===== src/rtl/scsi_arb_pkg.sv =====
package scsi_arb_pkg;

  typedef enum logic [1:0] {
    ST_IDLE,
    ST_ARB,
    ST_WON,
    ST_LOST
  } arbState_e;

  typedef struct packed {
    logic startArb;
    logic failStart;
    logic clrInProg;
    logic cancel;
  } arbStrobe_t;

endpackage


===== src/rtl/scsi_arb_ctrl.sv =====
module scsi_arb_ctrl
  import scsi_arb_pkg::*;
#(
  parameter int ARB_DELAY = 240
) (
  input  logic       clk,
  input  logic       rstN,
  input  logic       softRst,
  input  logic       modeArb,
  input  logic       busSelIn,
  input  logic       cmdAssertSel,
  input  logic       idMatch,
  output arbStrobe_t strb,
  output arbState_e  state
);

  localparam int CNT_W = (ARB_DELAY > 1) ? $clog2(ARB_DELAY) : 1;
  localparam logic [CNT_W-1:0] CNT_LOAD = CNT_W'(ARB_DELAY - 1);

  logic             modeArbQ;
  logic [CNT_W-1:0] cnt;
  arbState_e        stateNxt;
  logic             arbRise;
  logic             arbFall;
  logic             cntDone;

  assign arbRise = modeArb & ~modeArbQ;
  assign arbFall = ~modeArb & modeArbQ;
  assign cntDone = (cnt == '0);

  always_comb begin
    strb     = '0;
    stateNxt = state;
    if (softRst) begin
      strb.cancel = 1'b1;
      stateNxt    = ST_IDLE;
    end else if (arbFall) begin
      strb.clrInProg = 1'b1;
      stateNxt       = ST_IDLE;
    end else if (arbRise) begin
      if (busSelIn && !cmdAssertSel) begin
        strb.failStart = 1'b1;
      end else begin
        strb.startArb = 1'b1;
        stateNxt      = ST_ARB;
      end
    end else if (state == ST_ARB && cntDone) begin
      stateNxt = idMatch ? ST_WON : ST_LOST;
    end
  end

  always_ff @(posedge clk or negedge rstN) begin
    if (!rstN) begin
      state    <= ST_IDLE;
      modeArbQ <= 1'b0;
      cnt      <= '0;
    end else begin
      state    <= stateNxt;
      modeArbQ <= modeArb;
      if (strb.startArb) begin
        cnt <= CNT_LOAD;
      end else if (state == ST_ARB && !cntDone) begin
        cnt <= cnt - 1'b1;
      end
    end
  end

endmodule


===== src/rtl/scsi_arb_datapath.sv =====
module scsi_arb_datapath
  import scsi_arb_pkg::*;
#(
  parameter int DATA_W = 8,
  parameter int ID_W   = $clog2(DATA_W)
) (
  input  logic              clk,
  input  logic              rstN,
  input  arbStrobe_t        strb,
  input  arbState_e         state,
  input  logic [ID_W-1:0]   ownId,
  input  logic              cmdAssertSel,
  input  logic              cmdAssertBsy,
  input  logic              cmdAssertDbus,
  input  logic [DATA_W-1:0] outData,
  input  logic [DATA_W-1:0] busDataIn,
  output logic              idMatch,
  output logic [DATA_W-1:0] busDataOut,
  output logic              busDataOe,
  output logic              bsyOut,
  output logic              selOut,
  output logic              arbInProg,
  output logic              arbLost
);

  logic [ID_W-1:0] topIdx;
  logic            topValid;
  logic            arbHold;
  logic            quiet;

  // highest set bit wins; later (higher) iterations override
  always_comb begin
    topIdx   = '0;
    topValid = 1'b0;
    for (int i = 0; i < DATA_W; i++) begin
      if (busDataIn[i]) begin
        topIdx   = ID_W'(i);
        topValid = 1'b1;
      end
    end
  end

  assign idMatch = topValid && (topIdx == ownId);

  assign arbHold = (state == ST_ARB) || (state == ST_WON);
  assign quiet   = (state == ST_LOST);

  assign bsyOut     = !quiet && (arbHold || cmdAssertBsy);
  assign selOut     = !quiet && cmdAssertSel;
  assign busDataOe  = !quiet && (arbHold || cmdAssertDbus);
  assign busDataOut = busDataOe ? outData : '0;

  always_ff @(posedge clk or negedge rstN) begin
    if (!rstN) begin
      arbInProg <= 1'b0;
      arbLost   <= 1'b0;
    end else if (strb.cancel) begin
      arbInProg <= 1'b0;
      arbLost   <= 1'b0;
    end else begin
      if (strb.clrInProg) arbInProg <= 1'b0;
      if (strb.failStart) arbLost   <= 1'b1;
      if (strb.startArb) begin
        arbInProg <= 1'b1;
        arbLost   <= 1'b0;
      end
    end
  end

endmodule


===== src/rtl/scsi_arb_top.sv =====
module scsi_arb_top
  import scsi_arb_pkg::*;
#(
  parameter int ARB_DELAY = 240
) (
  input  logic       clk,
  input  logic       rstN,
  input  logic       softRst,
  input  logic [2:0] ownId,
  input  logic       modeArb,
  input  logic       cmdAssertSel,
  input  logic       cmdAssertBsy,
  input  logic       cmdAssertDbus,
  input  logic [7:0] outData,
  input  logic [7:0] busDataIn,
  input  logic       busSelIn,
  output logic [7:0] busDataOut,
  output logic       busDataOe,
  output logic       bsyOut,
  output logic       selOut,
  output logic       arbInProg,
  output logic       arbLost,
  output logic       arbWon
);

  arbStrobe_t strb;
  arbState_e  state;
  logic       idMatch;

  scsi_arb_ctrl #(.ARB_DELAY(ARB_DELAY)) ctrl_i (
    .clk(clk), .rstN(rstN), .softRst(softRst), .modeArb(modeArb),
    .busSelIn(busSelIn), .cmdAssertSel(cmdAssertSel), .idMatch(idMatch),
    .strb(strb), .state(state)
  );

  scsi_arb_datapath #(.DATA_W(8), .ID_W(3)) dp_i (
    .clk(clk), .rstN(rstN), .strb(strb), .state(state), .ownId(ownId),
    .cmdAssertSel(cmdAssertSel), .cmdAssertBsy(cmdAssertBsy),
    .cmdAssertDbus(cmdAssertDbus), .outData(outData), .busDataIn(busDataIn),
    .idMatch(idMatch), .busDataOut(busDataOut), .busDataOe(busDataOe),
    .bsyOut(bsyOut), .selOut(selOut), .arbInProg(arbInProg), .arbLost(arbLost)
  );

  assign arbWon = (state == ST_WON);

endmodule


===== config.mk =====
export PLATFORM = sky130hd
export DESIGN_NAME = scsi_arb_top
export DESIGN_NICKNAME = d
export VERILOG_FILES = /design/src/rtl/scsi_arb_pkg.sv /design/src/rtl/scsi_arb_ctrl.sv /design/src/rtl/scsi_arb_datapath.sv /design/src/rtl/scsi_arb_top.sv
export SDC_FILE = /design/constraint.sdc
export NUM_CORES = 1
export LEC_CHECK = 0
export CAP_MARGIN = 20
export CORE_MARGIN = 3
export CORE_UTILIZATION = 40
export CTS_BUF_LIST = sky130_fd_sc_hd__clkbuf_4 sky130_fd_sc_hd__clkbuf_8 sky130_fd_sc_hd__clkbuf_16
export DETAILED_ROUTE_END_ITERATION = 12
export GPL_ROUTABILITY_DRIVEN = 0
export PLACE_DENSITY = 0.8
export SLEW_MARGIN = 20
export SYNTH_ARGS = -nofsm -noshare
export SYNTH_HDL_FRONTEND = slang
export SYNTH_SLANG_ARGS = --single-unit

===== constraint.sdc =====
create_clock -name clk -period 2.45 [get_ports clk]
set_input_delay 0.49 -clock clk [delete_from_list [all_inputs] [get_ports clk]]
set_output_delay 0.49 -clock clk [all_outputs]
set_load 0.005 [all_outputs]

==> implementation parameters, run 1 <==
Parameter                              Value

Final layout
  Finished Cell Area    0.00138 mm²
  Fraction of layout instances using a drive strength above 1    around 8.2%
  P&R area growth vs syn    57.6%
  Nets    approximately 180
  Antenna cell count    0
  Number of filler instances in the final layout    170
  Finished Layout Cells    approximately 170

Pwr
  Switching fraction of total power    a little under a third
  Sequential power share    43.3%
  Combinational share of power    a little over a third
  Clock share of power    a little over a fifth
  Reported net switching power    roughly 210 µW
  Largest vdd supply drop    approximately 0.46 mV
  Pwr Density    488 mW/mm²
  Static leakage    approximately 0.00058 µW
  Internal portion of total power    463 µW

Yosys
  Area share of the largest cell type after synthesis    37.0%
  Dominant synthesized flop cell    dfrtp_1
  Async SR Flop Fraction    between 90% and 100%
  Number of library cell types mapped by synthesis    29
  Sequential area share after synthesis    37.0%
  Flip-flop and latch count after synthesis    13
  Syn nets    between 100 and 150
  Post-Synthesis Mean Instance Area    8.78 µm²
  Ranking of synthesized cells by area    dfrtp_1, ha_1, and2_1, xnor2_1, nand2_1
  Post-synth design cell area    878 µm²
  Top cell type by total area after synthesis    dfrtp_1
  Number of enable flip-flop cells after synthesis    0
  Number of warning messages in the yosys log    0
  Gate count of the mapped netlist    100
  Count leader, synth    dfrtp_1
  List of most frequent post-synthesis cells    dfrtp_1, nand2_1, inv_1, and2_1, nor2_1

Hold path
  Hold endpoint    dp_i.arbInProg
  Worst hold stages    2
  Hold Crit Start    dp_i.arbInProg
  Type of the worst min-delay path    reg2reg

Place
  Post-DP Area    0.00132 mm²
  Cell count after placement    167
  Port Buffers    40
  Worst setup slack before clock tree synthesis    roughly 0.069 ns
  Post-DP HPWL    1840 µm

Clocking
  Clock Latency Late Sink    0.28 ns
  CTS tree    built
  Number of buffers inserted during clock tree synthesis    3
  CTS H-tree lvls    1
  Clock root buffer master    clkbuf_4
  Clock net sink count    13
  Max clock buf depth    2
  Register clock-pin slew on the reported worst setup and hold paths    0.08 ns

Setup path
  Critical Setup Path Class    in2out
  Internal reg-to-reg setup slack    0.37 ns
  Stage delay of the slowest cell on the critical path    0.49 ns
  Worst EP arrival    1.89 ns
  CP max-delay cell    clkdlybuf4s50_1
  Data required time of the critical path    1.96 ns
  Kind of start point of the critical path    input pin
  Series of cell instances along the critical path    clkdlybuf4s50_1, inv_1, a21oi_4, buf_2, and2_1, clkdlybuf4s50_1
  Critical Path End Type    output port
  Path depth of the worst reg2reg path    7
  Largest delay share family, worst path    buffers and inverters
  Critical path's most frequent cell    clkdlybuf4s50_1
  FF-to-FF End    ctrl_i.cnt[4]
  Critical R2R Launch    ctrl_i.cnt[0]
  Critical path peak fanout    4
  Critical path buffer and inverter count    4

Floorplan
  Die width    52.9 µm
  Core region area    0.00202 mm²
  Die area    0.00279 mm²
  Die Height    52.9 µm
  Starting density of the core    43.4%
  Boundary Pins    41
  Number of cell rows    16

Drt
  Number of search-and-repair iterations in the first detailed-routing pass    4
  Final antenna-violating net count    0
  Post-detailed-route DRC marker count    0
  First-iteration detailed-routing DRC count    7
  Met2 Routed Length    1040 µm
  Wire length on met3    between 200 and 300 µm
  WL per Instance    13.2 µm
  M1 wire length    between 900 and 1000 µm
  DR top layer    met4
  Via count    between 800 and 900
  Drt via density    5.05
  Drt total wl    between 2000 and 2500 µm

Global route
  Wire length of the first global-routing pass    between 3000 and 4000 µm
  Largest net degree at the start of global routing    14
  Total overflow reported by the global router    0
  Initial antenna violation count    0
  Total GRT Usage    17.7%
  Via count of the first global-routing pass    between 800 and 900

Timing
  Clock period minus final worst setup slack    2.38 ns
  Final setup slack of the worst path    0.0706 ns
  Upper clock frequency limit    0.420 GHz
  Final hold violation count    0
  Worst-Margin Slew    0.575 ns
  Number of pins exceeding their max-slew limit in the final report    0
  Post-Route Skew    0.00125 ns
  Part of the cycle the worst path needs    97.1%
  RSZ-0062 raised after global routing    yes
  Worst rel slew slack    61.5%
  Count of endpoints failing setup in the final report    0

Run
  Max-cap violation count    0

Outcome
  Status    finished clean
-- cells by family (layout without fill, tap and decap cells) --
logic type      Yosys count  count (layout)  synth area share (%)
compound gates           14              14                  11.0
buf+inv                  11              57                  4.84
xor+xnor                  8               8                  7.98
mux                       1               1                  1.14
flops                    13              13                  37.0
fa+ha+maj                 7               7                  9.97
simple gates             46              46                  28.1
-- per-stage QoR --
stage	TNS [ns]	util, %	power, µW	hold WS (ns)
after CTS	0	66.9	677	0.507
after global placement	0	65.0	519	0.470
after detailed placement	0	65.0	527	0.487
after floorplan	0	-	415	0.194
after global routing	-0.0611	68.4	734	0.550
final	0	68.4	675	0.500
-- worst max-delay path by stage --
stage | cells past startpoint | startpoint | slack, ns | end
2_1_floorplan | 7 | ctrl_i.cnt[0] | 0.55 | ctrl_i.cnt[4]
3_3_place_gp | 6 | cmdAssertDbus | 0.1 | busDataOut[7]
3_5_place_dp | 6 | cmdAssertDbus | 0.07 | busDataOut[3]
4_1_cts | 6 | ctrl_i.state[0] | 0.0002 | busDataOut[3]
5_1_grt | 6 | ctrl_i.state[0] | -0.01 | busDataOut[1]
6_report | 6 | cmdAssertDbus | 0.07 | busDataOut[5]
-- cell usage in the layout, fill, tap and decap left out, drive strengths merged --
| cell | instances |
|---|---|
| nor2b | 3 |
| clkdlybuf4s50 | 39 |
| buf | 3 |
| a2111oi | 1 |
| nor4 | 6 |
| or3 | 3 |
| nand2b | 1 |
| and2 | 9 |
| o21ai | 2 |
| dlymetal6s2s | 1 |
| clkbuf | 4 |
| mux2i | 1 |
| nand2 | 11 |
| a31oi | 1 |
| o211ai | 1 |
| a21boi | 1 |
| nor2 | 9 |
| o31ai | 1 |
| a221oi | 1 |
| xor2 | 2 |
| nand3 | 2 |
| ha | 7 |
| or4b | 1 |
| o41ai | 1 |
| nand3b | 1 |
| inv | 10 |
| a21o | 1 |
| xnor2 | 6 |
| a21oi | 4 |
| dfrtp | 13 |
-- sequential cells by signal, indices dropped and copies added, names as in the netlist --
| register | flops |
|---|---|
| ctrl_i.cnt | 8 |
| dp_i.arbLost | 1 |
| ctrl_i.modeArbQ | 1 |
| dp_i.arbInProg | 1 |
| ctrl_i.state | 2 |
-- power groups by stage --
stage / Combinational, µW / Clock, µW / Sequential (µW)
after floorplan: 127 / 0 / 289
after global placement: 224 / 0 / 295
after detailed placement: 229 / 0 / 297
after CTS: 235 / 150 / 292
after global routing: 276 / 158 / 300
final: 239 / 143 / 293
-- final cells by class --
class	count	area, µm²	share of cell area (%)
well taps	27	33.8	2.44
repair buffers	43	423	30.6
inverters	10	37.5	2.71
clock buffers	4	30.0	2.17
multi-input cells	76	534	38.6
flip-flops and latches	13	325	23.5
-- worst reg2reg max path, delay by kind of cell (launching register included) --
kind / cells / cell delay, ns
AO/OA/AOI/OAI: 1 / 0.37
AND/OR/NAND/NOR: 3 / 0.75
buffers and inverters: 1 / 0.13
adder cells (fa/ha/maj): 1 / 0.15
flip-flops: 1 / 0.42
XOR/XNOR: 1 / 0.16
-- timing repair --
item	CTS	global route
buffers inserted	1	0
hold buffers	0	0
gates resized for setup	0	6
endpoints found under the hold margin	0	0
cloned	0	1
pin swaps	0	1
endpoints found under the setup margin	8	9
-- per-layer routing --
metal	GRT usage, %	vias up
met4	7.66	0
met2	31.6	41
met1	18.6	394
met3	5.92	5
met5	0	-
li1	-	434
Power figures use the tool's default switching activity.
==> run 2: changes to the inputs <==
ABC_AREA = 1   (was not set)
CORE_UTILIZATION = 43   (was 40)
PLACE_DENSITY = 0.81   (was 0.8)
clock period = 2.4 ns   (was 2.45 ns; I/O delays follow)
==> run 2 against run 1 <==
Clock power fell by 3%. Non-clock buffer count increased by 3. Sequential share of layout area fell by 3.2 points. Synthesized area is 21% higher. Sequential power rose by 9.9%. Critical path type is now reg2out. Largest power group is now combinational cells.
==> implementation parameters, run 2 <==
Parameter                              Value

Global route
  Initial antenna violation count    0 (unchanged)
  Met2 GRT Util    32.8% (+1.2 points)
  Wire length of the first global-routing pass    4570 µm (+29%)
  Met3 GRT Util    2.32% (-3.6 points)
  Largest net degree at the start of global routing    14 (unchanged)
  Via count of the first global-routing pass    1138 (+42%)
  Total GRT Usage    17.9% (+0.16 points)
  Met1 Track Usage GR    21.3% (+2.7 points)
  Grt peak-use layer    met2
  Total overflow reported by the global router    0 (unchanged)

Clocking
  Hold_buf cts    0 (unchanged)
  Number of buffers inserted during clock tree synthesis    3 (unchanged)
  CTS tree    built
  Clock net sink count    13 (unchanged)
  Register clock-pin slew on the reported worst setup and hold paths    0.08 ns (about the same)
  CTS H-tree lvls    1 (unchanged)
  Clock root buffer master    clkbuf_4
  Clock Latency Late Sink    0.28 ns (about the same)
  Max clock buf depth    2 (unchanged)

Final layout
  Utilization after layout    70.4% (+1.9 points)
  Leading cell type in the layout, fill and taps excluded    inv_1
  Most used cells in the layout excluding fill and tap cells    inv_1, clkdlybuf4s50_1, nand2_1
  Antenna cell count    0 (unchanged)
  Fraction of layout instances using a drive strength above 1    15.3% (+7.1 points)
  Nets    244 (+35%)
  Number of filler instances in the final layout    192 (+13%)
  Flip-flop count of the largest register, all copies and words added    8 (unchanged)
  P&R area growth vs syn    51.1%
  Register bank with the most flops    ctrl_i.cnt
  Largest registers ranked by flip-flop count    ctrl_i.cnt (8), ctrl_i.state (2)

Setup path
  Worst EP arrival    1.87 ns (-0.02 ns)
  Series of cell instances along the critical path    buf_4, ha_2, a21oi_2, inv_2, nor2_1, clkdlybuf4s50_1
  Critical path peak fanout    6 (+2)
  CP max-delay cell    clkdlybuf4s50_1
  Kind of start point of the critical path    flip-flop
  Stage delay of the slowest cell on the critical path    0.50 ns (about the same)
  Critical Setup Path Class    reg2out
  Critical Path End Type    output port
  Data required time of the critical path    1.92 ns (-0.04 ns)

Yosys
  Dominant synthesized flop cell    dfrtp_1
  Number of enable flip-flop cells after synthesis    0 (unchanged)
  Count leader, synth    inv_1
  Number of library cell types mapped by synthesis    20 (-31%)
  Sequential area share after synthesis    30.7% (-6.3 points)
  Gate count of the mapped netlist    159 (+59%)
  Number of warning messages in the yosys log    0 (unchanged)
  Ranking of synthesized cells by area    dfrtp_1, inv_1, nand2_1, ha_1, nor2_1
  Async SR Flop Fraction    100% (unchanged)
  Post-Synthesis Mean Instance Area    6.67 µm² (-24%)
  Flip-flop and latch count after synthesis    13 (unchanged)
  Syn nets    193 (+44%)
  List of most frequent post-synthesis cells    inv_1, nand2_1, nor2_1, dfrtp_1, nand3_1
  Area share of the largest cell type after synthesis    30.7% (-6.3 points)
  Top cell type by total area after synthesis    dfrtp_1
  Post-synth design cell area    0.00106 mm² (+21%)

Pwr
  Static leakage    0.000902 µW (+55%)
  Total power of the final layout    843 µW (+25%)
  Pwr Density    526 mW/mm² (+7.8%)
  Largest vdd supply drop    0.474 mV (+2.6%)

Timing
  Final hold violation count    0 (unchanged)
  Count of endpoints failing setup in the final report    0 (unchanged)
  Worst-Margin Slew    0.596 ns (+0.0206 ns)
  Clock period minus final worst setup slack    about 2.4 ns
  Worst rel slew slack    60.2% (-1.4 points)
  Upper clock frequency limit    0.425 GHz
  Post-Route Skew    0.00184 ns (+0.000583 ns)
  Post-route setup TNS    0 ns (unchanged)
  Number of pins exceeding their max-slew limit in the final report    0 (unchanged)
  Part of the cycle the worst path needs    98.0%

Floorplan
  Die Height    55.6 µm (+5.3%)
  Die area    0.00310 mm² (+11%)
  Die width    55.6 µm (+5.3%)
  Boundary Pins    41 (unchanged)
  Core region area    0.00228 mm² (+13%)
  Starting density of the core    46.6% (+3.1 points)
  Number of cell rows    17 (+1)

Drt
  Drt via density    4.76 (-5.9%)
  Via count    1127 (+29%)
  WL per Instance    11.6 µm (-12%)
  Final antenna-violating net count    0 (unchanged)
  First-iteration detailed-routing DRC count    18 (+11)
  Number of search-and-repair iterations in the first detailed-routing pass    4 (unchanged)
  Post-detailed-route DRC marker count    0 (unchanged)
  Drt total wl    2740 µm (+20%)

Hold path
  Type of the worst min-delay path    reg2reg

Run
  Max-cap violation count    0 (unchanged)

Outcome
  Status    finished clean

Place
  Post-DP HPWL    2180 µm (+19%)
  Port Buffers    40 (unchanged)
## run 2: cell types whose count changed in the layout (fill, tap and decap cells not counted), moves of 4 or more
cell and change:
inv_1 +28, nand2_1 +19, nor2_1 +14, nand3_1 +11
and2_1 -9, xnor2_1 -6, clkdlybuf4s50_1 -5, dlymetal6s2s_1 +5
nor4_1 -5, buf_4 +4, inv_2 +4, o21ai_1 +4
o21ai_2 +4
## run 2: worst max-delay path, delay by kind of cell, from the launching register on
family          cells  cell delay (ns)
buf+inv             3             0.74
flops               1             0.42
fa+ha+maj           1             0.19
compound gates      1             0.14
simple gates        1             0.09
## run 2: path summary, 6_finish.rpt
kind	from	endpoint	slack, ns	cells past startpoint
worst max-delay path	ctrl_i.state[1]	busDataOut[7]	0.05	6
worst min-delay path	ctrl_i.cnt[1]	ctrl_i.cnt[1]	0.51	2
worst max register to register	ctrl_i.state[1]	ctrl_i.cnt[3]	0.85	8
worst min register to register	ctrl_i.cnt[1]	ctrl_i.cnt[1]	0.51	2
max in group asynchronous	rstN	ctrl_i.cnt[1]	1.45	1
min in group asynchronous	rstN	ctrl_i.cnt[3]	0.57	1
## run 2: final cells by class
type	count	area [µm²]	area share [%]
clock inverters	1	5.00	0.312
flip-flops and latches	13	325	20.3
inverters	43	166	10.4
clock buffers	3	22.5	1.41
well taps	28	35.0	2.19
multi-input cells	103	587	36.6
repair buffers	46	460	28.7
## run 2: kinds of logic (layout without fill, tap and decap cells)
kind of cell	count (synthesis)	count (layout)	synth area share, %
and+or+nand+nor	76	76	33.1
xor gates and xnor gates	2	2	1.65
DFF	13	13	30.7
adders and majority gates	7	7	8.26
buffers and inverters	43	93	15.7
AOI/OAI and AO/OA	18	18	10.6
## run 2: repair_timing
| item | CTS | global route |
|---|---|---|
| gates resized for setup | 2 | 8 |
| endpoints found under the setup margin | 8 | 8 |
| pin swaps | 0 | 1 |
| buffers inserted | 1 | 5 |
## run 2: metrics by stage
stage          instances  worst slack [ns]  area [µm²]  hold slack [ns]
5_1_grt              237           -0.0147        1600            0.535
3_3_place_gp         227            0.0751        1500            0.486
4_1_cts              232           0.00392        1530            0.512
3_5_place_dp         227          -0.00450        1500            0.494
6_report             237            0.0483        1600            0.509
2_1_floorplan        159             0.747        1060            0.184
## run 2: where the power goes
group          internal (µW)  switching, µW  total (µW)
combinational            172            210         382
sequential               279           42.5         322
clock                   61.9           76.9         139
total                    513            329         843
## run 2: layer usage
metal,vias up,wire length (µm)
met5,-,0
met4,0,30
met3,5,150
met2,32,1380
met1,510,1180
li1,580,-
==> run 3: changes to the inputs <==
CORE_ASPECT_RATIO = 1.75   (was not set)
HOLD_SLACK_MARGIN = 0.06   (was not set)
==> run 3 against run 2 <==
Combinational power down 1%. Power up 8.6%. Fmax up 0.68%. Sequential cell count unchanged. Global-route usage up 1.5 points. Sequential share of layout area up 0.26 points. Design area down 1.3%. Critical endpoint is now busDataOut[5]. Largest cell class unchanged. Highest routed layer unchanged.
==> implementation parameters, run 3 (synthesis gave the netlist of run 2 again) <==
Parameter                              Value

Floorplan
  Starting density of the core    45.5% (-1.1 points)
  Die Height    71.7 µm (+29%)
  Die area    0.00312 mm² (+0.75%)
  Boundary Pins    41 (unchanged)
  Core region area    0.00233 mm² (+2.4%)
  Die width    43.5 µm (-22%)
  Number of cell rows    23 (+6)

Clocking
  Max clock buf depth    2 (unchanged)
  Hold_buf cts    0 (unchanged)
  Clock Latency Late Sink    0.25 ns (-0.03 ns)
  Clock root buffer master    clkbuf_8
  Number of buffers inserted during clock tree synthesis    3 (unchanged)
  CTS tree    built
  Clock net sink count    13 (unchanged)
  CTS H-tree lvls    1 (unchanged)
  Register clock-pin slew on the reported worst setup and hold paths    0.05 ns (-0.03 ns)

Final layout
  P&R area growth vs syn    49.2%
  Most used cells in the layout excluding fill and tap cells    inv_1, clkdlybuf4s50_1, nand2_1
  Nets    240 (-1.6%)
  Largest registers ranked by flip-flop count    ctrl_i.cnt (8), ctrl_i.state (2)
  Leading cell type in the layout, fill and taps excluded    inv_1
  Flip-flop count of the largest register, all copies and words added    8 (unchanged)
  Register bank with the most flops    ctrl_i.cnt
  Finished Cell Area    0.00158 mm² (-1.3%)
  Fraction of layout instances using a drive strength above 1    15.1% (-0.19 points)
  Antenna cell count    0 (unchanged)

Place
  Post-DP HPWL    2160 µm (-0.97%)
  Port Buffers    40 (unchanged)
  Post-DP Area    0.00149 mm² (-0.25%)

Setup path
  Largest delay share family, worst path    buffers and inverters
  Data required time of the critical path    1.92 ns (about the same)
  Worst EP arrival    1.86 ns (about the same)
  Critical Path End Type    output port
  Series of cell instances along the critical path    inv_1, ha_1, a21oi_2, inv_2, nor2_2, clkdlybuf4s50_1
  FF-to-FF End    ctrl_i.cnt[6]
  CP max-delay cell    clkdlybuf4s50_1
  Path depth of the worst reg2reg path    9 (+1)
  Critical path buffer and inverter count    3 (unchanged)
  Critical Setup Path Class    reg2out
  Critical R2R Launch    ctrl_i.cnt[0]
  Kind of start point of the critical path    flip-flop
  Critical path peak fanout    7 (+1)
  Stage delay of the slowest cell on the critical path    0.52 ns (+0.02 ns)
  Internal reg-to-reg setup slack    0.92 ns (+0.07 ns)

Timing
  Hold Slack    0.514 ns (+0.00448 ns)
  Final hold violation count    0 (unchanged)
  Upper clock frequency limit    0.428 GHz (+0.68%)
  RSZ-0062 raised after global routing    yes
  Count of endpoints failing setup in the final report    0 (unchanged)
  Part of the cycle the worst path needs    97.3% (-0.66 points)
  Worst-Margin Slew    0.598 ns (+0.00268 ns)
  Number of pins exceeding their max-slew limit in the final report    0 (unchanged)
  Clock period minus final worst setup slack    2.34 ns (-0.0159 ns)
  Worst rel slew slack    60.0% (-0.18 points)
  Post-Route Skew    0.00201 ns (+0.000173 ns)

Pwr
  Switching fraction of total power    37.1% (-2.0 points)
  Largest vdd supply drop    0.441 mV (-6.9%)
  Combinational share of power    41.1% (-4.3 points)
  Sequential power share    35.6% (-2.6 points)
  Clock share of power    23.3% (+6.8 points)
  Static leakage    0.000864 µW (-4.2%)
  Pwr Density    579 mW/mm² (+10%)
  Internal portion of total power    576 µW (+12%)
  Reported net switching power    339 µW (+3.1%)

Hold path
  Worst hold stages    2 (unchanged)
  Type of the worst min-delay path    reg2reg
  Hold Crit Start    ctrl_i.cnt[1]
  Hold endpoint    ctrl_i.cnt[1]

Global route
  Total GRT Usage    19.3% (+1.5 points)
  Wire length of the first global-routing pass    4570 µm (unchanged)
  Via count of the first global-routing pass    1155 (+1.5%)
  Largest net degree at the start of global routing    14 (unchanged)
  Total overflow reported by the global router    0 (unchanged)
  Initial antenna violation count    0 (unchanged)

Drt
  Post-detailed-route DRC marker count    0 (unchanged)
  Drt total wl    2690 µm (-1.9%)
  Via count    1112 (-1.3%)
  WL per Instance    11.7 µm (+1.1%)
  Drt via density    4.83 (+1.7%)
  Number of search-and-repair iterations in the first detailed-routing pass    6 (+2)
  Final antenna-violating net count    0 (unchanged)
  First-iteration detailed-routing DRC count    20 (+2)

Run
  Max-cap violation count    0 (unchanged)

Outcome
  Status    finished clean
[run 3: changes by cell type in the layout (fill, tap and decap cells not counted), sizes merged]
| cell | before | now |
|---|---|---|
| buf | 6 | 2 |
| clkbuf | 3 | 4 |
| clkdlybuf4s50 | 34 | 36 |
| clkinv | 1 | 0 |
| dlymetal6s2s | 6 | 4 |
[run 3: layout make-up]
cell class                 count  area (µm²)
fill                         189         749
timing repair buffer          42         425
inverter                      43         166
multi-input combinational    103         584
clock buffer                   4        48.8
tap                           25        31.3
sequential                    13         325
[run 3: per-layer routing]
metal	GRT usage, %	vias to the layer above	part of all wire (%)
met5	0	-	0
met4	13.1	0	3.1
met3	2.51	7	8.2
met2	35.1	42	53
met1	19.3	491	36
li1	-	572	-
[run 3: worst min-delay path, stage by stage (launching register included)]
cell and delay [ns]:
dfrtp_1 0.34, a21oi_1 0.07, o21ai_1 0.07
[run 3: power by group through the flow]
stage	sequential, µW	clock (µW)	combinational (µW)
after floorplan	317	0	240
after global placement	325	0	354
after detailed placement	330	0	367
after CTS	325	215	374
after global routing	331	221	433
final	326	213	377
[run 3: how the worst max path moves through the flow]
| stage | startpoint | endpoint | slack, ns | depth (start not counted) |
|---|---|---|---|---|
| final | ctrl_i.state[0] | busDataOut[5] | 0.06 | 6 |
| after global routing | cmdAssertDbus | busDataOut[5] | -0.06 | 6 |
| after CTS | ctrl_i.state[0] | busDataOut[7] | 0.06 | 6 |
| after detailed placement | cmdAssertDbus | busDataOut[7] | 0.01 | 6 |
| after global placement | cmdAssertDbus | busDataOut[7] | 0.07 | 6 |
| after floorplan | ctrl_i.state[0] | busDataOut[0] | 0.75 | 5 |
[run 3: timing repair]
| item | in CTS | in global routing |
|---|---|---|
| setup buffers | 1 | 1 |
| pin swaps | 0 | 1 |
| endpoints found under the hold margin | 0 | 0 |
| resized for setup | 2 | 9 |
| cloned | 0 | 0 |
| setup endpoints to repair | 8 | 8 |
[run 3: through the flow]
step / cells / TNS (ns) / util, % / power, µW / worst slack [ns]
5_1_grt: 230 / -0.0692 / 67.8 / 985 / -0.0566
6_report: 230 / 0 / 67.8 / 915 / 0.0641
3_5_place_dp: 224 / 0 / 64.0 / 696 / 0.0109
4_1_cts: 229 / 0 / 66.6 / 915 / 0.0594
3_3_place_gp: 224 / 0 / 64.0 / 679 / 0.0726
2_1_floorplan: 159 / 0 / - / 558 / 0.747
